--- src/rtl/task_timer_pkg.sv ---
package task_timer_pkg;
  localparam int CTRL_EN_BIT  = 0;
  localparam int CTRL_FRZ_BIT = 1;
  localparam int CTRL_PSC_LSB = 8;
  localparam int ADDR_CTRL    = 0;
  localparam int ADDR_COUNT   = 1;
  localparam int ADDR_FLAGS   = 2;
  localparam int ADDR_CH_BASE = 4;
endpackage

--- src/rtl/task_timer_prescaler.sv ---
module task_timer_prescaler #(
  parameter int PW = 8
) (
  input  logic          clk,
  input  logic          rst_n,
  input  logic          run,
  input  logic          clr,
  input  logic [PW-1:0] div,
  output logic [PW-1:0] phase,
  output logic          tick
);
  assign tick = run && (phase == div);

  always_ff @(posedge clk or negedge rst_n) begin
    if (!rst_n)     phase <= '0;
    else if (clr)   phase <= '0;
    else if (run)   phase <= (phase == div) ? '0 : phase + 1'b1;
  end
endmodule

--- src/rtl/task_timer_counter.sv ---
module task_timer_counter #(
  parameter int CW = 32
) (
  input  logic          clk,
  input  logic          rst_n,
  input  logic          tick,
  input  logic          load,
  input  logic [CW-1:0] load_val,
  output logic [CW-1:0] cnt,
  output logic [CW-1:0] nxt
);
  assign nxt = cnt + 1'b1;

  always_ff @(posedge clk or negedge rst_n) begin
    if (!rst_n)     cnt <= '0;
    else if (load)  cnt <= load_val;
    else if (tick)  cnt <= nxt;
  end
endmodule

--- src/rtl/task_timer_channel.sv ---
module task_timer_channel #(
  parameter int CW = 32
) (
  input  logic          clk,
  input  logic          rst_n,
  input  logic          en_wr,
  input  logic          cmp_wr,
  input  logic [CW-1:0] wdata,
  input  logic          tick,
  input  logic [CW-1:0] nxt,
  input  logic          clr,
  output logic          en,
  output logic [CW-1:0] cmp,
  output logic          flag
);
  logic hit;
  assign hit = tick && en && (nxt == cmp);

  always_ff @(posedge clk or negedge rst_n) begin
    if (!rst_n) begin
      en   <= 1'b0;
      cmp  <= '0;
      flag <= 1'b0;
    end else begin
      if (en_wr)  en  <= wdata[0];
      if (cmp_wr) cmp <= wdata;
      if (hit)       flag <= 1'b1;
      else if (clr)  flag <= 1'b0;
    end
  end
endmodule

--- src/rtl/task_timer.sv ---
module task_timer
  import task_timer_pkg::*;
#(
  parameter int CW  = 32,
  parameter int PW  = 8,
  parameter int NCH = 4,
  parameter int AW  = $clog2(ADDR_CH_BASE + 2 * NCH)
) (
  input  logic           clk,
  input  logic           rst_n,
  input  logic           reg_wr,
  input  logic [AW-1:0]  reg_addr,
  input  logic [CW-1:0]  reg_wdata,
  output logic [CW-1:0]  reg_rdata,
  input  logic           dbg_halt,
  output logic [NCH-1:0] irq
);
  localparam logic [AW-1:0] A_CTRL  = AW'(ADDR_CTRL);
  localparam logic [AW-1:0] A_COUNT = AW'(ADDR_COUNT);
  localparam logic [AW-1:0] A_FLAGS = AW'(ADDR_FLAGS);

  logic                     ctl_en, ctl_frz;
  logic [PW-1:0]            ctl_psc;
  logic                     run, tick, load;
  logic [PW-1:0]            phase;
  logic [CW-1:0]            cnt, nxt;
  logic [NCH-1:0]           ch_en, flags, flag_clr;
  logic [NCH-1:0][CW-1:0]   cmp_q;

  assign run      = ctl_en && !(ctl_frz && dbg_halt);
  assign load     = reg_wr && (reg_addr == A_COUNT) && !ctl_en;
  assign flag_clr = (reg_wr && reg_addr == A_FLAGS) ? reg_wdata[NCH-1:0] : '0;
  assign irq      = flags;

  always_ff @(posedge clk or negedge rst_n) begin
    if (!rst_n) begin
      ctl_en  <= 1'b0;
      ctl_frz <= 1'b0;
      ctl_psc <= '0;
    end else if (reg_wr && reg_addr == A_CTRL) begin
      ctl_en  <= reg_wdata[CTRL_EN_BIT];
      ctl_frz <= reg_wdata[CTRL_FRZ_BIT];
      ctl_psc <= reg_wdata[CTRL_PSC_LSB +: PW];
    end
  end

  task_timer_prescaler #(.PW(PW)) u_psc (
    .clk(clk), .rst_n(rst_n), .run(run), .clr(!ctl_en),
    .div(ctl_psc), .phase(phase), .tick(tick)
  );

  task_timer_counter #(.CW(CW)) u_cnt (
    .clk(clk), .rst_n(rst_n), .tick(tick), .load(load),
    .load_val(reg_wdata), .cnt(cnt), .nxt(nxt)
  );

  for (genvar i = 0; i < NCH; i++) begin : g_ch
    localparam logic [AW-1:0] A_CEN = AW'(ADDR_CH_BASE + 2 * i);
    localparam logic [AW-1:0] A_CMP = AW'(ADDR_CH_BASE + 2 * i + 1);
    task_timer_channel #(.CW(CW)) u_ch (
      .clk(clk), .rst_n(rst_n),
      .en_wr(reg_wr && reg_addr == A_CEN),
      .cmp_wr(reg_wr && reg_addr == A_CMP),
      .wdata(reg_wdata), .tick(tick), .nxt(nxt), .clr(flag_clr[i]),
      .en(ch_en[i]), .cmp(cmp_q[i]), .flag(flags[i])
    );
  end

  always_comb begin
    reg_rdata = '0;
    if (reg_addr == A_CTRL) begin
      reg_rdata[CTRL_EN_BIT]           = ctl_en;
      reg_rdata[CTRL_FRZ_BIT]          = ctl_frz;
      reg_rdata[CTRL_PSC_LSB +: PW]    = ctl_psc;
    end else if (reg_addr == A_COUNT) begin
      reg_rdata = cnt;
    end else if (reg_addr == A_FLAGS) begin
      reg_rdata[NCH-1:0] = flags;
    end
    for (int i = 0; i < NCH; i++) begin
      if (reg_addr == AW'(ADDR_CH_BASE + 2 * i))     reg_rdata = CW'(ch_en[i]);
      if (reg_addr == AW'(ADDR_CH_BASE + 2 * i + 1)) reg_rdata = cmp_q[i];
    end
  end
endmodule

--- config.mk ---
export PLATFORM = sky130hd
export DESIGN_NAME = task_timer
export DESIGN_NICKNAME = d
export VERILOG_FILES = /design/src/rtl/task_timer_pkg.sv /design/src/rtl/task_timer_prescaler.sv /design/src/rtl/task_timer_counter.sv /design/src/rtl/task_timer_channel.sv /design/src/rtl/task_timer.sv
export SDC_FILE = /design/constraint.sdc
export NUM_CORES = 1
export LEC_CHECK = 0
export CORE_MARGIN = 2
export CORE_UTILIZATION = 44
export CTS_CLUSTER_DIAMETER = 120
export DETAILED_ROUTE_END_ITERATION = 10
export SLEW_MARGIN = 5
export SYNTH_ARGS = -nofsm -noshare
export SYNTH_HDL_FRONTEND = slang
export SYNTH_SLANG_ARGS = --single-unit
--- constraint.sdc ---
create_clock -name clk -period 4.25 [get_ports clk]
set_input_delay 0.85 -clock clk [delete_from_list [all_inputs] [get_ports clk]]
set_output_delay 0.85 -clock clk [all_outputs]
set_load 0.01 [all_outputs]
**Yosys cells after proc, flatten, opt, wreduce, memory -nomap -nowiden**

Index checks and enable logic that the tools add are counted.

- Flip-flop bits (word level): 186
- Bits of input ports: 40
- Output and inout bits: 36
- Word-level logic and storage cells: 95

- Add/subtract/negate cells: 2
- Equality and inequality tests: 16
- Muxes and demuxes: 29
- Reductions and logical operators: 31

Operators with widths:

| cell | number |
|---|---|
| 32-bit 2-to-1 mux | 10 |
| 32-bit == test | 4 |
| 32-bit by 1-bit adder with 32-bit output, second input constant | 1 |
| 8-bit 2-to-1 mux | 4 |
| 28-bit 2-to-1 mux | 1 |
| 1-bit logical AND | 23 |
| 4-bit by 3-bit == test with 1-bit output, second input constant | 4 |
| 4-bit == test, second input constant | 4 |
| 16-bit 2-to-1 mux | 1 |
| 4-bit 2-to-1 mux | 3 |
| 2-bit nonzero test | 5 |
| 8-bit by 1-bit adder with 8-bit output, second input constant | 1 |
| 8-bit == test | 1 |
| 1-bit 2-to-1 mux | 8 |
| 6-bit 2-to-1 mux | 1 |
| 4-bit by 1-bit == test with 1-bit output, second input constant | 1 |
| 4-bit by 2-bit == test with 1-bit output, second input constant | 1 |
| 4-bit logical NOT | 1 |
| 1-bit logical NOT | 2 |
| 2-bit 2-to-1 mux | 1 |
| 2-bit by 1-bit inequality test with 1-bit output, second input constant | 1 |

**Depth between registers and ports, before layout**

- Word-level depth: 12
- Depth in mapped cells: 11
- Depth with buffers taken out: 9

**Hierarchy**

Synthesis repeated with hierarchy kept, for this count alone.

- Cell total of the unflattened synthesis: 1017
- Area, all modules: 10970.5 µm²

Modules (own cells, without submodules):

| module | times used | cells each | area an instance (µm²) | sequential area each (µm²) |
|---|---|---|---|---|
| task_timer_channel | 4 | 116 | 1617.8 | 850.8 |
| task_timer_counter | 1 | 306 | 2457.4 | 800.8 |
| task_timer | 1 | 196 | 1514.0 | 250.2 |
| task_timer_prescaler | 1 | 51 | 528.0 | 200.2 |

**Worst setup path after synthesis**

Ideal clock, no wire load.

- Path kind: in2out
- From: input reg_addr[1]
- To: output reg_rdata[1]
- Arrival: 2.403 ns
- Required time: 3.400 ns
- Slack: 0.997 ns
- Stages on the path: 6
- Path buffers: 1
- Cells stage by stage: clkbuf_1 > nor4_1 > a22o_1 > a21oi_1 > o21ai_0 > a221o_1

- Longest elaborated chain between the ends: 12
- Elaborated cells between the ends (all ways): 22
- Those cells by class: eq/ne (10); mux (11); reduce/logical (1)

RTL lines:

| element | line | source |
|---|---|---|
| start: declaration | task_timer.sv:12 | `input logic [AW-1:0] reg_addr,` |
| 4-bit by 2-bit == test with 1-bit output | task_timer.sv:77 | `end else if (reg_addr == A_FLAGS) begin` |
| 4-bit 2-to-1 mux | task_timer.sv:77 |  |
| 4-bit 2-to-1 mux | task_timer.sv:75 | `end else if (reg_addr == A_COUNT) begin` |
| 2-bit 2-to-1 mux | task_timer.sv:71 | `if (reg_addr == A_CTRL) begin` |
| 32-bit 2-to-1 mux | task_timer.sv:81 | `if (reg_addr == AW'(ADDR_CH_BASE + 2 * i)) reg_rdata = CW'(ch_en[i]);` |
| 32-bit 2-to-1 mux | task_timer.sv:82 | `if (reg_addr == AW'(ADDR_CH_BASE + 2 * i + 1)) reg_rdata = cmp_q[i];` |
| 32-bit 2-to-1 mux | task_timer.sv:81 |  |
| 32-bit 2-to-1 mux | task_timer.sv:82 |  |
| 32-bit 2-to-1 mux | task_timer.sv:81 |  |
| 32-bit 2-to-1 mux | task_timer.sv:82 |  |
| 32-bit 2-to-1 mux | task_timer.sv:81 |  |
| 32-bit 2-to-1 mux (*) | task_timer.sv:82 |  |
| end: declaration | task_timer.sv:14 | `output logic [CW-1:0] reg_rdata,` |

Mark *: on every way between the ends. The rest lies on a longest branch, timed or not.

**Worst setup path after layout**

- From: input reg_addr[2]
- To: output reg_rdata[0]

The elaborated chain is that of the path after synthesis.

==> impl_summary.log <==
INFO  metric outcome = completed
INFO  metric tritoncts_clock_tree = done
INFO  metric maxCapViolCount = 0
INFO  metric cts_max_path_buffers = 2
INFO  metric powerDensity = ~520 nW/um^2
INFO  metric yosys-top-cells-area = sky130_fd_sc_hd__dfrtp_1, sky130_fd_sc_hd__mux2_2, sky130_fd_sc_hd__xnor2_1
INFO  metric grt_setup_unrepaired = no
INFO  metric number_of_flip_flops_and_latches_in_the_synthesized_netlist = 186
INFO  metric timing.critical_path.cells = clkdlybuf4s50_1, buf_4, mux2i_1, a21oi_1, o21ai_0, a21oi_1, o21ai_0, nand2_1, o21ai_0, o21ai_0, clkdlybuf4s50_1
INFO  metric wire_per_inst = 25.4 um
INFO  metric power.ir.vdd_worst = ~0.35 mV
INFO  metric antenna-diode-count = 0
INFO  metric dp.cells = 1689
INFO  metric detailroute.wirelength.met3 = 4.23 mm
INFO  metric detail_route.wirelength.met1 = 18.9 mm
INFO  metric worst-r2r-setup-slack = between 0.4 and 0.5 ns
INFO  metric synthesis.instances = 1268
INFO  metric post_route_cells_drive_above_1_share = 20.0%
INFO  metric drtPass1Iterations = 8
INFO  metric path_max_fanout = 10
INFO  metric timing.final.setup_violations = 0
INFO  metric number_of_standard_cells_in_the_final_layout_excluding_fillers = 1721
INFO  metric dieArea = 29000 um^2
INFO  metric ys_seq_area_share = around two fifths
INFO  metric globalRoute.totalOverflow = 0
INFO  metric crit_path_max_incr_delay = approximately 0.63 ns
INFO  metric dp.final_hpwl = approximately 32 mm
INFO  metric min_period = 3.94 ns
INFO  metric initial_utilization = 45.0%
INFO  metric synth.largest_area_cell = sky130_fd_sc_hd__dfrtp_1
INFO  metric synthesis.area = between 10000 and 15000 um^2
INFO  metric cts_num_sinks = 186
INFO  metric row_count = 60
INFO  metric critical_path.slowest_cell = sky130_fd_sc_hd__clkdlybuf4s50_1
INFO  metric syn-num-nets = about 1300
INFO  metric die_height = approximately 170 um
INFO  metric io_pins = 76
INFO  metric cts_stage_hold_buffer_count = 0
INFO  metric n_fill_cell = 2502
INFO  metric post_cts.repair.setup_buffers = 0
INFO  metric synth_ff_type = sky130_fd_sc_hd__dfrtp_1
INFO  metric finalWeightedCongestion = 1.01
INFO  metric vias_per_cell = 6.37
INFO  metric timing_hold_violations_final = 0
INFO  metric synthDominantCellAreaShare = 38.2%
INFO  metric synth_enable_flop_cells = 0
INFO  metric ff2ff_path_depth = 9
INFO  metric hold_path_class = in -> async
INFO  metric drc = 0
INFO  metric clock-root-buffer = sky130_fd_sc_hd__clkbuf_16
INFO  metric leakage = 5.62 nW
INFO  metric grt_first_pass_wirelength = 66.0 mm
INFO  metric ys_warn_count = 0
INFO  metric clock-skew-final = 0.0209 ns
INFO  metric area_growth_from_synthesis_to_layout = 16.4%
INFO  metric maxUsedRoutingLayer = met5
INFO  metric synth-async-reset-ratio = 100%
INFO  metric worst-setup-path-type = in -> out
INFO  metric netlist-cell-type-count = 72
INFO  metric routed-via-count = 11000
INFO  metric worst_setup_path_start_kind = primary input
INFO  metric dr_wl_met2 = 19.0 mm
INFO  metric antenna_found_initial = 0
INFO  metric crit_top_cell = sky130_fd_sc_hd__o21ai_0
INFO  metric slew_headroom = 48.4%
INFO  metric grt_pass1_vias = 10500
INFO  metric drt.antenna.violating_nets = 0
INFO  metric worst_pin_slew = 0.771 ns
INFO  metric critical_path.endpoint_type = output pin
INFO  metric cts-buffers-inserted = 17
INFO  metric syn_avg_cell_area = 9.61 um^2
INFO  metric placement.io_buffers = 75
INFO  metric critPathRequiredTime = 3.40 ns
INFO  metric globalRouteTotalUtil = 30.7%
INFO  metric final.setup.tns = 0 ns
INFO  metric fmax = about 250 MHz
INFO  metric maxSlewViolCount = 0
INFO  metric arrival = 3.09 ns
INFO  metric initialDrtViolationCount = 1385
INFO  metric grt_start_max_net_pins = 81
INFO  metric clkLatencyLatePin = 0.46 ns
INFO  metric totalWireLength = approximately 44 mm
INFO  metric finish.net_count = around 1400
INFO  metric post_cts_resize_count = 0
INFO  metric design.core.area = 27100 um^2
INFO  metric die_width = 170 um
INFO  metric cts.htree.levels = 4
INFO  metric clock_transition_at_path_regs = roughly 0.08 ns
INFO  metric post-route-period-util = between 90% and 100%
-- area by class of cell --
cell class,count,area (um^2),share of cell area [%]
clock buffers,18,439,3.10
repair buffers,145,1340,9.46
multi-input cells,972,7080,49.9
inverters,14,52.6,0.370
clock inverters,14,151,1.07
flip-flops and latches,186,4650,32.8
well taps,372,465,3.28
-- metrics by stage --
step | hold slack [ns] | total power (W) | utilization (%) | area, um^2 | worst slack, ns
5_1_grt | 0.471 | 0.00767 | 52.3 | 14200 | 0.110
3_5_place_dp | 0.533 | 0.00559 | 50.2 | 13600 | 0.327
3_3_place_gp | 0.533 | 0.00557 | 50.2 | 13600 | 0.330
2_1_floorplan | 0.469 | 0.00454 | - | 12200 | 0.997
6_report | 0.424 | 0.00731 | 52.3 | 14200 | 0.310
4_1_cts | 0.449 | 0.00726 | 52.3 | 14200 | 0.334
-- power by group --
part           internal [W]  switching, W  total (W)  leakage [nW]
registers           0.00220      0.000812    0.00301          2.31
clock network      0.000851      0.000798    0.00165         0.286
logic               0.00124       0.00140    0.00264          3.02
-- synthesized netlist by cell type, types with 11 or more instances --
| library cell | number |
|---|---|
| sky130_fd_sc_hd__nand4_1 | 23 |
| sky130_fd_sc_hd__o311ai_0 | 14 |
| sky130_fd_sc_hd__buf_1 | 16 |
| sky130_fd_sc_hd__dfrtp_1 | 186 |
| sky130_fd_sc_hd__mux2_2 | 147 |
| sky130_fd_sc_hd__a222oi_1 | 15 |
| sky130_fd_sc_hd__xnor2_1 | 86 |
| sky130_fd_sc_hd__nand2_1 | 115 |
| sky130_fd_sc_hd__a22oi_1 | 51 |
| sky130_fd_sc_hd__clkbuf_1 | 58 |
| sky130_fd_sc_hd__nor3_1 | 32 |
| sky130_fd_sc_hd__nor2_1 | 53 |
| sky130_fd_sc_hd__buf_2 | 11 |
| sky130_fd_sc_hd__o21ai_0 | 84 |
| sky130_fd_sc_hd__and3_1 | 15 |
| sky130_fd_sc_hd__nor4_1 | 23 |
| sky130_fd_sc_hd__inv_1 | 14 |
| sky130_fd_sc_hd__a21oi_1 | 31 |
| sky130_fd_sc_hd__a221o_1 | 14 |
| sky130_fd_sc_hd__xor2_1 | 58 |
| sky130_fd_sc_hd__nand2b_1 | 18 |
| sky130_fd_sc_hd__nand3_1 | 44 |
-- kinds of logic after synthesis --
family	synth area share, %
buffers and inverters	3.90
AND/OR/NAND/NOR	16.3
AO/OA/AOI/OAI	16.2
flip-flops	38.2
XOR/XNOR	10.7
multiplexers	14.4
adder cells (fa/ha/maj)	0.288
-- critical path, delay by kind of cell --
kind / cells / cell delay, ns
buffers and inverters: 3 / 1.41
and+or+nand+nor: 1 / 0.06
muxes: 1 / 0.09
AOI/OAI and AO/OA: 6 / 0.69
-- state kept, by name, indices dropped and copies added, names as in the netlist --
name / flops
g_ch.u_ch.en: 4
g_ch.u_ch.cmp: 128
ctl_frz: 1
ctl_psc: 8
g_ch.u_ch.flag: 4
u_psc.phase: 8
u_cnt.cnt: 32
ctl_en: 1
-- layout by cell type (no fill, tap or decap), types with 5 or more instances in the layout --
cell type	n
sky130_fd_sc_hd__a211oi_1	6
sky130_fd_sc_hd__a21oi_1	31
sky130_fd_sc_hd__a221o_1	14
sky130_fd_sc_hd__a222oi_1	15
sky130_fd_sc_hd__a22oi_1	51
sky130_fd_sc_hd__a31oi_1	6
sky130_fd_sc_hd__and2_1	5
sky130_fd_sc_hd__and3_1	15
sky130_fd_sc_hd__buf_12	5
sky130_fd_sc_hd__buf_4	65
sky130_fd_sc_hd__clkbuf_16	17
sky130_fd_sc_hd__clkdlybuf4s50_1	74
sky130_fd_sc_hd__dfrtp_1	186
sky130_fd_sc_hd__inv_1	14
sky130_fd_sc_hd__inv_6	5
sky130_fd_sc_hd__mux2_2	147
sky130_fd_sc_hd__mux2i_1	10
sky130_fd_sc_hd__nand2_1	113
sky130_fd_sc_hd__nand2b_1	18
sky130_fd_sc_hd__nand3_1	44
sky130_fd_sc_hd__nand3b_1	9
sky130_fd_sc_hd__nand4_1	23
sky130_fd_sc_hd__nor2_1	49
sky130_fd_sc_hd__nor2_2	5
sky130_fd_sc_hd__nor2b_1	9
sky130_fd_sc_hd__nor3_1	31
sky130_fd_sc_hd__nor3b_1	6
sky130_fd_sc_hd__nor4_1	22
sky130_fd_sc_hd__o2111ai_1	8
sky130_fd_sc_hd__o211ai_1	5
sky130_fd_sc_hd__o21ai_0	84
sky130_fd_sc_hd__o311ai_0	14
sky130_fd_sc_hd__o32ai_1	5
sky130_fd_sc_hd__or3_1	6
sky130_fd_sc_hd__or4_1	10
sky130_fd_sc_hd__xnor2_1	86
sky130_fd_sc_hd__xor2_1	58
-- metal layers --
metal  GRT usage (%)  vias up
met1            43.0     5427
met3            7.47       96
met2            45.7      588
li1                -     4850
met4            11.5        2
met5            1.22        -
-- path summary, 6_finish.rpt --
| kind | from | to |
|---|---|---|
| max in group asynchronous | rst_n | g_ch[1].u_ch.cmp[20] |
| min | rst_n | g_ch[0].u_ch.cmp[5] |
| min reg2reg | u_psc.phase[7] | u_psc.phase[7] |
| max | reg_addr[2] | reg_rdata[0] |
| min in group clk | u_psc.phase[7] | u_psc.phase[7] |
| max reg2reg | u_cnt.cnt[9] | g_ch[3].u_ch.flag |
No activity file was read; power rests on OpenSTA's default activity.
